## config.mk

```make
export PLATFORM = sky130hd
export DESIGN_NAME = csr_bank
export DESIGN_NICKNAME = d
export VERILOG_FILES = /design/src/rtl/csrb_pkg.sv /design/src/rtl/csrb_store.sv /design/src/rtl/csrb_status.sv /design/src/rtl/csrb_events.sv /design/src/rtl/csr_bank.sv
export SDC_FILE = /design/constraint.sdc
export NUM_CORES = 1
export LEC_CHECK = 0
export CAP_MARGIN = 20
export CORE_MARGIN = 1
export CORE_UTILIZATION = 30
export DETAILED_ROUTE_END_ITERATION = 10
export SETUP_SLACK_MARGIN = 0.2
export SYNTH_ARGS = -nofsm -noshare
export SYNTH_HDL_FRONTEND = slang
export SYNTH_SLANG_ARGS = --single-unit
```

## constraint.sdc

```tcl
create_clock -name clk -period 1.3 [get_ports clk]
set_clock_uncertainty 0.05 [all_clocks]
set_input_delay 0.13 -clock clk [delete_from_list [all_inputs] [get_ports clk]]
set_output_delay 0.13 -clock clk [all_outputs]
set_load 0.01 [all_outputs]
```

## src/rtl/csrb_pkg.sv

```systemverilog
package csrb_pkg;
    localparam int BUS_W = 8;

    function automatic int nbytes(int width);
        return (width + BUS_W - 1) / BUS_W;
    endfunction
endpackage

```

## src/rtl/csrb_store.sv

```systemverilog
module csrb_store #(
    parameter int ADDR_W = 4,
    parameter int DATA_W = 16,
    parameter int ALIGN  = 0,
    parameter int BASE   = 0,
    parameter bit ATOMIC = 1'b0,
    parameter bit DEV_WR = 1'b0,
    parameter logic [DATA_W-1:0] RESET = '0
) (
    input  logic                    clk,
    input  logic                    rst_n,
    input  logic [ADDR_W-1:0]       bus_addr,
    input  logic                    bus_we,
    input  logic [7:0]              bus_wdata,
    input  logic [DATA_W-1:0]       dev_din,
    input  logic                    dev_we,
    output logic [DATA_W+ALIGN-1:0] value_o,
    output logic                    wstb_o,
    output logic [7:0]              rd_byte_o
);
    localparam int NBYTES = csrb_pkg::nbytes(DATA_W);

    typedef struct packed {
        logic [DATA_W-1:0] value;
        logic [DATA_W-1:0] shadow;
        logic              strobe;
    } st_t;

    st_t st_d, st_q;
    logic [NBYTES-1:0] hit;

    function automatic logic [DATA_W-1:0] put_byte(logic [DATA_W-1:0] v, int b, logic [7:0] d);
        for (int i = 0; i < DATA_W; i++) begin
            if (i / 8 == b) v[i] = d[i % 8];
        end
        return v;
    endfunction

    function automatic logic [7:0] get_byte(logic [DATA_W-1:0] v, int b);
        logic [7:0] r;
        r = 8'h00;
        for (int i = 0; i < DATA_W; i++) begin
            if (i / 8 == b) r[i % 8] = v[i];
        end
        return r;
    endfunction

    // byte b (0 = least significant) lives at the highest address of the group
    for (genvar b = 0; b < NBYTES; b++) begin : g_hit
        assign hit[b] = (bus_addr == ADDR_W'(BASE + NBYTES - 1 - b));
    end

    always_comb begin
        logic [DATA_W-1:0] nv;
        logic [DATA_W-1:0] ns;
        logic              commit;
        nv     = st_q.value;
        ns     = st_q.shadow;
        commit = 1'b0;
        for (int b = 0; b < NBYTES; b++) begin
            if (bus_we && hit[b]) begin
                if (ATOMIC) begin
                    if (b == 0) begin
                        nv     = put_byte(st_q.shadow, 0, bus_wdata);
                        commit = 1'b1;
                    end else begin
                        ns = put_byte(st_q.shadow, b, bus_wdata);
                    end
                end else begin
                    nv     = put_byte(st_q.value, b, bus_wdata);
                    commit = 1'b1;
                end
            end
        end
        st_d        = st_q;
        st_d.shadow = ns;
        st_d.strobe = commit;
        if (commit) begin
            st_d.value = nv;
        end else if (DEV_WR && dev_we) begin
            st_d.value = dev_din;
        end
    end

    always_ff @(posedge clk or negedge rst_n) begin
        if (!rst_n) begin
            st_q <= '{value: RESET, shadow: '0, strobe: 1'b0};
        end else begin
            st_q <= st_d;
        end
    end

    always_comb begin
        rd_byte_o = 8'h00;
        for (int b = 0; b < NBYTES; b++) begin
            if (hit[b]) rd_byte_o = get_byte(st_q.value, b);
        end
    end

    assign value_o = (DATA_W + ALIGN)'(st_q.value) << ALIGN;
    assign wstb_o  = st_q.strobe;
endmodule

```

## src/rtl/csrb_status.sv

```systemverilog
module csrb_status #(
    parameter int ADDR_W = 4,
    parameter int STAT_W = 24,
    parameter int BASE   = 0
) (
    input  logic [ADDR_W-1:0] bus_addr,
    input  logic [STAT_W-1:0] status_i,
    output logic [7:0]        rd_byte_o
);
    localparam int NBYTES = csrb_pkg::nbytes(STAT_W);

    always_comb begin
        rd_byte_o = 8'h00;
        for (int b = 0; b < NBYTES; b++) begin
            if (bus_addr == ADDR_W'(BASE + NBYTES - 1 - b)) begin
                for (int i = 0; i < STAT_W; i++) begin
                    if (i / 8 == b) rd_byte_o[i % 8] = status_i[i];
                end
            end
        end
    end
endmodule

```

## src/rtl/csrb_events.sv

```systemverilog
module csrb_events #(
    parameter int ADDR_W = 4,
    parameter int EVT_N  = 8,
    parameter int BASE   = 0
) (
    input  logic              clk,
    input  logic              rst_n,
    input  logic [ADDR_W-1:0] bus_addr,
    input  logic              bus_we,
    input  logic [EVT_N-1:0]  evt_pulse,
    output logic [EVT_N-1:0]  flags_o,
    output logic [7:0]        rd_byte_o
);
    typedef struct packed {
        logic [EVT_N-1:0] flags;
    } st_t;

    st_t  st_d, st_q;
    logic sel;

    assign sel = (bus_addr == ADDR_W'(BASE));

    always_comb begin
        st_d = st_q;
        if (bus_we && sel) st_d.flags = '0;
        st_d.flags = st_d.flags | evt_pulse;
    end

    always_ff @(posedge clk or negedge rst_n) begin
        if (!rst_n) begin
            st_q <= '{flags: '0};
        end else begin
            st_q <= st_d;
        end
    end

    assign flags_o   = st_q.flags;
    assign rd_byte_o = sel ? 8'(st_q.flags) : 8'h00;
endmodule

```

## src/rtl/csr_bank.sv

```systemverilog
module csr_bank #(
    parameter int ADDR_W  = 4,
    parameter int A_W     = 16,
    parameter int A_ALIGN = 4,
    parameter logic [A_W-1:0] A_RESET = 16'h1234,
    parameter int B_W     = 12,
    parameter logic [B_W-1:0] B_RESET = 12'h0A5,
    parameter int STAT_W  = 24,
    parameter int EVT_N   = 8
) (
    input  logic                   clk,
    input  logic                   rst_n,
    input  logic [ADDR_W-1:0]      bus_addr,
    input  logic                   bus_we,
    input  logic [7:0]             bus_wdata,
    output logic [7:0]             bus_rdata,
    output logic [A_W+A_ALIGN-1:0] a_value,
    output logic                   a_wstb,
    input  logic [A_W-1:0]         a_dev_din,
    input  logic                   a_dev_we,
    output logic [B_W-1:0]         b_value,
    output logic                   b_wstb,
    input  logic [STAT_W-1:0]      status_i,
    input  logic [EVT_N-1:0]       evt_pulse
);
    localparam int A_BYTES = csrb_pkg::nbytes(A_W);
    localparam int B_BYTES = csrb_pkg::nbytes(B_W);
    localparam int S_BYTES = csrb_pkg::nbytes(STAT_W);
    localparam int A_BASE  = 0;
    localparam int B_BASE  = A_BASE + A_BYTES;
    localparam int S_BASE  = B_BASE + B_BYTES;
    localparam int E_BASE  = S_BASE + S_BYTES;

    typedef struct packed {
        logic [7:0] rdata;
    } st_t;

    st_t        st_d, st_q;
    logic [7:0] a_rd, b_rd, s_rd, e_rd;
    logic [EVT_N-1:0] evt_flags;

    csrb_store #(
        .ADDR_W(ADDR_W), .DATA_W(A_W), .ALIGN(A_ALIGN), .BASE(A_BASE),
        .ATOMIC(1'b1), .DEV_WR(1'b1), .RESET(A_RESET)
    ) u_reg_a (
        .clk(clk), .rst_n(rst_n), .bus_addr(bus_addr), .bus_we(bus_we),
        .bus_wdata(bus_wdata), .dev_din(a_dev_din), .dev_we(a_dev_we),
        .value_o(a_value), .wstb_o(a_wstb), .rd_byte_o(a_rd)
    );

    csrb_store #(
        .ADDR_W(ADDR_W), .DATA_W(B_W), .ALIGN(0), .BASE(B_BASE),
        .ATOMIC(1'b0), .DEV_WR(1'b0), .RESET(B_RESET)
    ) u_reg_b (
        .clk(clk), .rst_n(rst_n), .bus_addr(bus_addr), .bus_we(bus_we),
        .bus_wdata(bus_wdata), .dev_din('0), .dev_we(1'b0),
        .value_o(b_value), .wstb_o(b_wstb), .rd_byte_o(b_rd)
    );

    csrb_status #(
        .ADDR_W(ADDR_W), .STAT_W(STAT_W), .BASE(S_BASE)
    ) u_status (
        .bus_addr(bus_addr), .status_i(status_i), .rd_byte_o(s_rd)
    );

    csrb_events #(
        .ADDR_W(ADDR_W), .EVT_N(EVT_N), .BASE(E_BASE)
    ) u_events (
        .clk(clk), .rst_n(rst_n), .bus_addr(bus_addr), .bus_we(bus_we),
        .evt_pulse(evt_pulse), .flags_o(evt_flags), .rd_byte_o(e_rd)
    );

    always_comb begin
        st_d       = st_q;
        st_d.rdata = a_rd | b_rd | s_rd | e_rd;
    end

    always_ff @(posedge clk or negedge rst_n) begin
        if (!rst_n) begin
            st_q <= '{rdata: 8'h00};
        end else begin
            st_q <= st_d;
        end
    end

    assign bus_rdata = st_q.rdata;
endmodule

```

==> impl_metrics.py, run 1 <==
metrics = {
    "run_status": {
        "run_status": "finished, violations left",
        "violated_checks": "negative setup slack",
    },
    "grt": {
        "grt_pass1_vias": 2624,
        "grt_max_degree": 55,
        "grt_first_pass_wirelength_um": 13500,
        "grt_antenna_before_repair": 0,
        "grt.total_usage_pct": 18.2,
        "grt_overflow_total": 0,
    },
    "layout": {
        "drive_gt1_share_pct": 46.8,
        "syn_to_final_growth_pct": 72.9,
        "post_layout_nets": 469,
        "antennaDiodeCount": 0,
        "n_fill_cell": 793,
    },
    "die": {
        "fp.coreArea_sq_um": 8760,
        "chipHeight_um": 97.6,
        "design.die.area_sq_um": 9520,
        "io_pins": 106,
        "initial_core_util_pct": 31.3,
        "core.rowCount": 34,
        "chipWidth_um": 97.6,
    },
    "sta": {
        "setup_viol_count_final": 4,
        "maxSlewViolCount": 0,
        "maximum_clock_frequency_mhz": 700,
        "final_min_period_over_clock_period_pct": 110,
        "worst_slack_ns": -0.130,
        "finalCriticalPeriod_ns": 1.43,
        "timing_hold_violations_final": 0,
        "rsz_0062_raised_after_global_routing": "yes",
    },
    "placement": {
        "place.detailed.hpwl_um": 5920,
        "post-place-ws_ns": -0.570,
        "portBuffers": 101,
        "gpl.final_weighted_congestion": 0.813,
    },
    "worst_setup_path": {
        "slowest_delay_ns": 0.41,
        "critical-path-top-delay-family": "compound AO/OA/AOI/OAI gates",
        "setup.worst_path.end_class": "flip-flop",
        "worst-path-max-fanout": 2,
        "cp_num_buf_inv": 1,
        "worstPathRequired_ns": 1.44,
        "critPathSlowestCell": "dfrtp_1",
        "timing_worst_setup_path_type": "reg2reg",
        "crit_path_start": "u_reg_a.value_o[14]",
        "r2r-start": "u_reg_a.value_o[14]",
        "critical_path.startpoint_type": "flip-flop",
        "arrival_ns": 1.57,
        "critical_path.cell_chain": "buf_6 > mux2_2 > a32o_1 > a311o_1",
    },
    "synthesis": {
        "post_synth.cell_area_avg_sq_um": 11.5,
        "postSynthRegisterBits": 54,
        "synthTopCellsByArea": "dfrtp_1 41%, dfstp_2 8.6%, mux2i_1 6.6%, buf_4 5.8%, mux2_2 5.8%",
        "syn_inst": 239,
        "mappedNetlistArea_sq_um": 2740,
        "synth_cell_type_count": 35,
        "postSynth.topFlopCell": "dfrtp_1",
        "number_of_enable_flip_flop_cells_after_synthesis": 0,
        "yosys.area.top_type_share_pct": 41.1,
        "synth_async_sr_flop_share_pct": 100,
        "netlist.top_cell.by_area": "dfrtp_1",
        "synthesis.yosys.warnings": 0,
        "synth.yosys.seq_area_share_pct": 49.7,
    },
    "clock_network": {
        "clk_root_buffer_cell": "clkbuf_8",
        "worstSkewPairLatency_ns": 0.31,
        "cts_tree": "done",
        "clock_path_buffers": 2,
        "clkSlewWorstSetupHoldPaths_ns": 0.10,
        "htree_num_levels": 2,
        "clock_sinks": 54,
        "tritoncts.num_buffers": 5,
    },
    "pwr": {
        "total_power_uw": 4770,
        "cellLeakagePower_uw": 0.00216,
        "clockPowerShare_pct": 20.1,
        "worst_ir_drop_vdd_mv": 0.548,
        "total_switching_power_uw": 1350,
        "power.share.switching_pct": 28.3,
        "p_seq_share_pct": 44.2,
        "cellInternalPower_uw": 3420,
        "power.density_nw_per_um2": 1010,
        "comb_pwr_share_pct": 35.7,
    },
    "detailed_routing": {
        "post-route-drc-count": 0,
        "drt_pre_antenna_iters": 4,
        "dr_wl_cell_um": 16.7,
        "routed-wl-met3_um": 413,
        "met1Wirelength_um": 3710,
        "detail_route.wirelength_um": 8600,
        "dr_wl_met2_um": 4330,
        "top_layer": "met4",
        "antenna_left": 0,
        "route.detailed.vias_per_inst": 4.82,
        "drt_iter0_markers": 98,
        "vias": 2477,
    },
    "worst_hold_path": {
        "min-delay-start": "bus_addr[3]",
        "hold_class": "in2reg",
    },
    "flow_run": {
        "cap_violations": 0,
    },
}
[power by group through the flow]
stage | sequential (uW) | combinational, uW | clock [uW]
floorplan | 2150 | 568 | 0
global placement | 2170 | 1290 | 0
detailed placement | 2160 | 1300 | 0
CTS | 2100 | 1680 | 978
global route | 2130 | 1810 | 1040
finish | 2110 | 1700 | 960
[logic make-up (layout without fill, tap and decap cells)]
| family | after synthesis | after routing | synth area share (%) |
|---|---|---|---|
| flops | 54 | 54 | 49.7 |
| other cells | 1 | 4 | 0.137 |
| buf+inv | 32 | 196 | 7.58 |
| simple gates | 47 | 47 | 9.27 |
| mux | 44 | 44 | 17.3 |
| compound gates | 61 | 61 | 16.0 |
[registers in the layout, summed over array words and instances, names as in the netlist]
name and flops:
u_reg_b.value_o 12, u_reg_a.wstb_o 1, u_reg_a.st_q 8, u_reg_b.wstb_o 1, u_reg_a.value_o 16, u_events.flags_o 8
bus_rdata 8
[final timing paths]
kind                                  endpoint  depth (start not counted)  slack, ns
setup / recovery                  bus_rdata[2]                          4      -0.13
max in group asynchronous   u_reg_b.value_o[0]                          3       0.61
min in group asynchronous   u_reg_b.value_o[4]                          3       0.29
hold reg to reg            u_reg_a.value_o[17]                          2       0.44
setup reg to reg                  bus_rdata[2]                          4      -0.13
hold / removal                    bus_rdata[6]                          3       0.21
[Yosys cell counts (4+ instances only)]
master and n:
a222oi_1 4, nand2b_1 4, a21o_1 10, and2_1 4, nor2b_1 7, nor2_1 4
mux2i_1 18, dfstp_2 9, buf_2 7, buf_4 21, o21ai_1 4, mux2_2 14
o21ai_0 15, mux2_1 12, dfrtp_1 45, nand2_1 19, a22oi_1 8, a22o_1 7
[placed cells by master (no fill, tap or decap), types with 4 or more instances in the layout]
| cell type | instances |
|---|---|
| nor2b_1 | 5 |
| clkbuf_8 | 5 |
| buf_12 | 7 |
| clkbuf_2 | 6 |
| mux2_2 | 11 |
| a22o_1 | 7 |
| mux2i_1 | 17 |
| conb_1 | 4 |
| clkdlybuf4s50_1 | 57 |
| nand2_1 | 19 |
| a22oi_1 | 7 |
| buf_6 | 51 |
| buf_2 | 18 |
| o21ai_1 | 6 |
| mux2_4 | 14 |
| buf_4 | 45 |
| a222oi_1 | 4 |
| o21ai_0 | 13 |
| dfstp_2 | 9 |
| a21o_1 | 10 |
| dfrtp_1 | 45 |
[stage by stage]
step	hold slack, ns	util, %	instance area, sq um	std cells	TNS (ns)
global route	0.208	54.1	4740	514	-0.527
floorplan	-0.216	-	2850	242	0
detailed placement	0.104	46.9	4110	457	-22.12
finish	0.205	54.1	4740	514	-0.328
global placement	0.103	46.9	4110	457	-21.24
CTS	0.193	53.7	4710	510	-0.305
[worst reg2reg max path, cell delays in order, from the launching register on]
cell and delay, ns:
dfrtp_1 0.41, buf_6 0.12, mux2_2 0.25, a32o_1 0.21, a311o_1 0.27
[final cells by class]
class / instances / area (sq um) / area share (%)
clock buffers: 5 / 68.8 / 1.45
clock inverters: 3 / 18.8 / 0.396
multi-input cells: 156 / 1330 / 28.1
flip-flops and latches: 54 / 1360 / 28.8
well taps: 108 / 135 / 2.85
repair buffers: 188 / 1820 / 38.4
[what timing repair did]
action | CTS | global route
gates resized for setup | 217 | 24
hold buffers | 1 | 0
pin swaps | 15 | 6
gates cloned | 3 | 0
endpoints found under the setup margin | 92 | 41
hold endpoints to repair | 45 | 0
setup buffers | 41 | 4
[routing by layer]
metal  GRT usage (%)  vias up
met2            32.1       71
met4            4.98        0
met3            3.74       11
met1            22.4     1212
met5               0        -
li1                -     1183
Power figures use the tool's default switching activity.
==> run 2, diff against run 1 <==
--- a/config.mk
+++ b/config.mk
@@ -9,7 +9,9 @@
 export CORE_MARGIN = 1
 export CORE_UTILIZATION = 30
 export DETAILED_ROUTE_END_ITERATION = 10
+export DONT_BUFFER_PORTS = 1
 export SETUP_SLACK_MARGIN = 0.2
 export SYNTH_ARGS = -nofsm -noshare
 export SYNTH_HDL_FRONTEND = slang
+export SYNTH_HIERARCHICAL = 1
 export SYNTH_SLANG_ARGS = --single-unit
==> impl_metrics.py, run 2 <==
metrics = {
    "worst_setup_path": {
        "cp_num_buf_inv": 0,
        "slowest_delay_ns": 0.54,
        "worstPathRequired_ns": 1.42,
        "arrival_ns": 1.46,
        "setup.worst_path.end_class": "flip-flop",
        "critical_path.cell_chain": "mux2i_1 > nor2_1 > or4_1",
        "critical_path.startpoint_type": "flip-flop",
        "critPathSlowestCell": "or4_1",
        "timing_worst_setup_path_type": "reg2reg",
        "critical-path-top-delay-family": "simple AND/OR/NAND/NOR gates",
        "worst-path-max-fanout": 2,
    },
    "grt": {
        "grt_max_degree": 55,
        "grt.total_usage_pct": 14.8,
        "grt_antenna_before_repair": 0,
        "grt_first_pass_wirelength_um": 11300,
        "grt_overflow_total": 0,
        "grt_pass1_vias": 2076,
    },
    "run_status": {
        "run_status": "finished, violations left",
        "violated_checks": "negative hold slack, negative setup slack",
    },
    "placement": {
        "gpl.final_weighted_congestion": 0.691,
        "portBuffers": 0,
        "dpl_cell_area_sq_um": 3140,
        "post-place-ws_ns": -0.114,
        "place.detailed.hpwl_um": 5210,
    },
    "detailed_routing": {
        "vias": 1881,
        "detail_route.wirelength_um": 7180,
        "antenna_left": 0,
        "dr_wl_cell_um": 17.7,
        "drt_pre_antenna_iters": 4,
        "post-route-drc-count": 0,
        "drt_iter0_markers": 67,
        "route.detailed.vias_per_inst": 4.64,
    },
    "synthesis": {
        "mappedNetlistArea_sq_um": 2930,
        "syn_inst": 245,
        "post_synth.cell_area_avg_sq_um": 12.0,
        "synthesis.yosys.warnings": 6,
    },
    "sta": {
        "maxSlewViolCount": 0,
        "final_min_period_over_clock_period_pct": 102,
        "finalCriticalPeriod_ns": 1.33,
        "rsz_0062_raised_after_global_routing": "yes",
        "setup_viol_count_final": 7,
        "timing_hold_violations_final": 54,
        "maximum_clock_frequency_mhz": 751,
        "minimum_hold_slack_ns": -0.543,
        "worst_slack_ns": -0.0314,
    },
    "pwr": {
        "power.share.switching_pct": 26.6,
        "p_seq_share_pct": 51.0,
        "power.density_nw_per_um2": 1150,
        "worst_ir_drop_vdd_mv": 0.558,
        "cellLeakagePower_uw": 0.00167,
        "total_switching_power_uw": 1100,
        "cellInternalPower_uw": 3040,
        "total_power_uw": 4140,
        "comb_pwr_share_pct": 25.1,
        "clockPowerShare_pct": 23.9,
    },
    "clock_network": {
        "clk_root_buffer_cell": "clkbuf_8",
        "worstSkewPairLatency_ns": 0.30,
        "cts_tree": "done",
        "clkSlewWorstSetupHoldPaths_ns": 0.10,
        "clock_sinks": 54,
        "htree_num_levels": 2,
        "tritoncts.num_buffers": 5,
        "clock_path_buffers": 2,
        "hold_bufs_at_cts": 17,
    },
    "die": {
        "chipWidth_um": 101,
        "io_pins": 106,
        "fp.coreArea_sq_um": 9330,
        "core.rowCount": 35,
        "initial_core_util_pct": 31.4,
        "chipHeight_um": 101,
        "design.die.area_sq_um": 10200,
    },
    "layout": {
        "final_cell_mix": "45 x dfrtp_1, 36 x mux2_4, 22 x buf_6",
        "layout_commonest_cell": "dfrtp_1",
        "post_layout_nets": 339,
        "final_util_pct": 38.8,
        "postLayoutCellArea_sq_um": 3610,
        "drive_gt1_share_pct": 44.2,
        "antennaDiodeCount": 0,
        "largest_reg_flops": 16,
        "n_fill_cell": 938,
        "syn_to_final_growth_pct": 23.5,
    },
    "flow_run": {
        "cap_violations": 0,
    },
    "worst_hold_path": {
        "hold_class": "in2async",
    },
}
[run 2: power groups by stage]
stage	Combinational (uW)	Clock, uW	Sequential (uW)
floorplan	571	0	2150
global placement	832	0	2110
detailed placement	848	0	2120
CTS	1030	1030	2110
global route	1120	1090	2140
finish	1040	989	2110
[run 2: final cells by class]
type / instances / area, sq um / share of cell area (%)
Multi-Input combinational cell: 154 / 1450 / 40.0
Clock buffer: 6 / 82.6 / 2.28
Tap cell: 129 / 161 / 4.47
Clock inverter: 2 / 12.5 / 0.346
Timing Repair Buffer: 50 / 513 / 14.2
Inverter: 10 / 37.5 / 1.04
Sequential cell: 54 / 1360 / 37.7
[run 2: through the flow]
step                      TNS (ns)  instances
after floorplan                  0        248
after global placement      -0.749        377
after detailed placement    -0.836        377
after CTS                   -0.153        402
after global routing        -0.533        405
final                      -0.0956        405
[run 2: routing by layer]
metal  GRT usage, %  vias up  wire [um]
met2           25.6       53       3680
met1           18.2      930       3000
met5              0        -          0
met3           4.09        4        452
li1               -      894          -
met4           3.46        0         48
[run 2: timing repair]
action | in CTS | in global routing
setup endpoints to repair | 33 | 36
hold endpoints to repair | 91 | 54
resized for setup | 48 | 3
pin swaps | 7 | 4
setup buffers | 0 | 3
[run 2: final timing paths]
check	start	end	slack, ns	cells past startpoint
worst max-delay path	u_reg_a/value_o[11]	bus_rdata[7]	-0.03	3
worst min-delay path	rst_n	u_events/flags_o[7]	-0.54	0
worst max register to register	u_reg_a/value_o[11]	bus_rdata[7]	-0.03	3
worst min register to register	u_reg_a/st_q[11]	u_reg_a/st_q[11]	0.47	1
max in group asynchronous	rst_n	u_reg_b/value_o[0]	1.54	0
min in group clk	bus_addr[0]	bus_rdata[5]	0.04	2
==> run 3, diff against run 2 <==
--- a/config.mk
+++ b/config.mk
@@ -5,6 +5,7 @@
 export SDC_FILE = /design/constraint.sdc
 export NUM_CORES = 1
 export LEC_CHECK = 0
+export ABC_AREA = 1
 export CAP_MARGIN = 20
 export CORE_MARGIN = 1
 export CORE_UTILIZATION = 30
==> impl_metrics.py, run 3 <==
metrics = {
    "layout": {
        "layout_commonest_cell": "nand2_1",
        "drive_gt1_share_pct": 11.4,
        "largest_reg_flops": 16,
        "n_fill_cell": 1154,
        "antennaDiodeCount": 0,
        "final_util_pct": 33.4,
        "final_cell_mix": "136 x nand2_1, 68 x nand3_1, 44 x dfrtp_1",
        "post_layout_nets": 500,
        "syn_to_final_growth_pct": 8.76,
        "final_cell_count_no_fill": 577,
    },
    "sta": {
        "finalCriticalPeriod_ns": 1.10,
        "maximum_clock_frequency_mhz": 910,
        "rsz_0062_raised_after_global_routing": "yes",
        "setup_viol_count_final": 0,
        "final_min_period_over_clock_period_pct": 84.5,
        "timing_hold_violations_final": 80,
        "minimum_hold_slack_ns": -0.552,
        "final.setup.tns_ns": 0,
        "maxSlewViolCount": 0,
    },
    "grt": {
        "grt_max_degree": 55,
        "grt_antenna_before_repair": 0,
        "grt_pass1_vias": 2680,
        "grt.total_usage_pct": 16.0,
        "grt_overflow_total": 0,
        "grt_first_pass_wirelength_um": 14100,
    },
    "clock_network": {
        "htree_num_levels": 2,
        "tritoncts.num_buffers": 5,
        "clkSlewWorstSetupHoldPaths_ns": 0.10,
        "clk_root_buffer_cell": "clkbuf_8",
        "worstSkewPairLatency_ns": 0.31,
        "clock_path_buffers": 2,
        "cts_tree": "done",
        "clock_sinks": 54,
    },
    "synthesis": {
        "syn_inst": 431,
        "mappedNetlistArea_sq_um": 3310,
        "synthesis.yosys.warnings": 6,
        "post_synth.cell_area_avg_sq_um": 7.69,
    },
    "pwr": {
        "power.density_nw_per_um2": 1050,
        "cellLeakagePower_uw": 0.00191,
        "worst_ir_drop_vdd_mv": 0.420,
    },
    "placement": {
        "placedCellCount": 538,
        "portBuffers": 0,
        "place.detailed.hpwl_um": 6530,
        "gpl.final_weighted_congestion": 0.786,
    },
    "worst_hold_path": {
        "hold_class": "in2async",
    },
    "die": {
        "io_pins": 106,
        "design.die.area_sq_um": 11500,
        "initial_core_util_pct": 30.7,
        "chipWidth_um": 107,
        "chipHeight_um": 107,
        "fp.coreArea_sq_um": 10800,
        "core.rowCount": 38,
    },
    "worst_setup_path": {
        "worst-path-max-fanout": 3,
        "setup.worst_path.end_class": "output port",
        "arrival_ns": 0.92,
        "timing_worst_setup_path_type": "reg2out",
        "worstPathRequired_ns": 1.12,
        "critical_path.startpoint_type": "flip-flop",
    },
    "run_status": {
        "violated_checks": "negative hold slack",
        "run_status": "finished, violations left",
    },
    "detailed_routing": {
        "dr_wl_met2_um": 4430,
        "antenna_left": 0,
        "detail_route.wirelength_um": 9000,
        "top_layer": "met4",
        "met1Wirelength_um": 3790,
        "drt_pre_antenna_iters": 5,
        "route.detailed.vias_per_inst": 4.76,
        "drt_iter0_markers": 139,
        "vias": 2749,
        "dr_wl_cell_um": 15.6,
        "post-route-drc-count": 0,
        "routed-wl-met3_um": 659,
    },
    "flow_run": {
        "cap_violations": 0,
    },
}
-- run 3: changes by cell type in the layout (fill, tap and decap cells not counted), moves of 9 or more --
cell,before,now
nand2_1,9,136
nand3_1,0,68
mux2_4,36,0
inv_1,10,41
nand4_1,0,28
buf_6,22,0
mux2_2,16,0
dlygate4sd3_1,17,30
nor2_4,0,9
-- run 3: report_power, final --
group	internal [uW]	total (uW)	leakage (uW)	switching, uW
sequential	1930	2190	0.000627	265
combinational	236	574	0.00123	337
clock	440	1010	0.0000514	573
total	2610	3780	0.00191	1180
-- run 3: per-stage QoR --
stage | total power, uW | cell area, sq um | setup slack (ns)
4_1_cts | 3820 | 3590 | 0.191
3_3_place_gp | 2700 | 3200 | 0.231
5_1_grt | 4020 | 3600 | 0.164
2_1_floorplan | 2660 | 3330 | 0.396
6_report | 3780 | 3600 | 0.202
3_5_place_dp | 2720 | 3200 | 0.200
-- run 3: final timing paths --
path / end / cells past startpoint / slack (ns) / start
max: a_value[16] / 0 / 0.20 / u_reg_a/value_o[16]
max reg2reg: bus_rdata[1] / 4 / 0.27 / u_reg_a/value_o[5]
min reg2reg: u_events/flags_o[1] / 2 / 0.43 / u_events/flags_o[1]
max in group asynchronous: u_reg_a/value_o[13] / 0 / 1.55 / rst_n
min in group clk: u_reg_b/value_o[5] / 2 / -0.11 / bus_we
min: u_events/flags_o[2] / 0 / -0.55 / rst_n
-- run 3: timing repair --
item | in CTS | in global routing
setup endpoints to repair | 5 | 14
hold buffers | 29 | 1
pin swaps | 0 | 1
buffers inserted | 0 | 1
endpoints found under the hold margin | 99 | 79
gates resized for setup | 0 | 1
-- run 3: cell type report --
| type | instances | area [sq um] | share of cell area [%] |
|---|---|---|---|
| well taps | 140 | 175 | 4.86 |
| clock buffers | 6 | 82.6 | 2.29 |
| clock inverters | 2 | 17.5 | 0.486 |
| repair buffers | 35 | 363 | 10.1 |
| flip-flops and latches | 54 | 1360 | 37.8 |
| multi-input cells | 293 | 1430 | 39.6 |
| inverters | 47 | 176 | 4.89 |
-- run 3: routing by layer --
metal | vias to the layer above | track usage [%]
met1 | 1288 | 19.2
met2 | 89 | 27.8
met3 | 11 | 4.38
met4 | 0 | 4.40
met5 | - | 0
li1 | 1361 | -
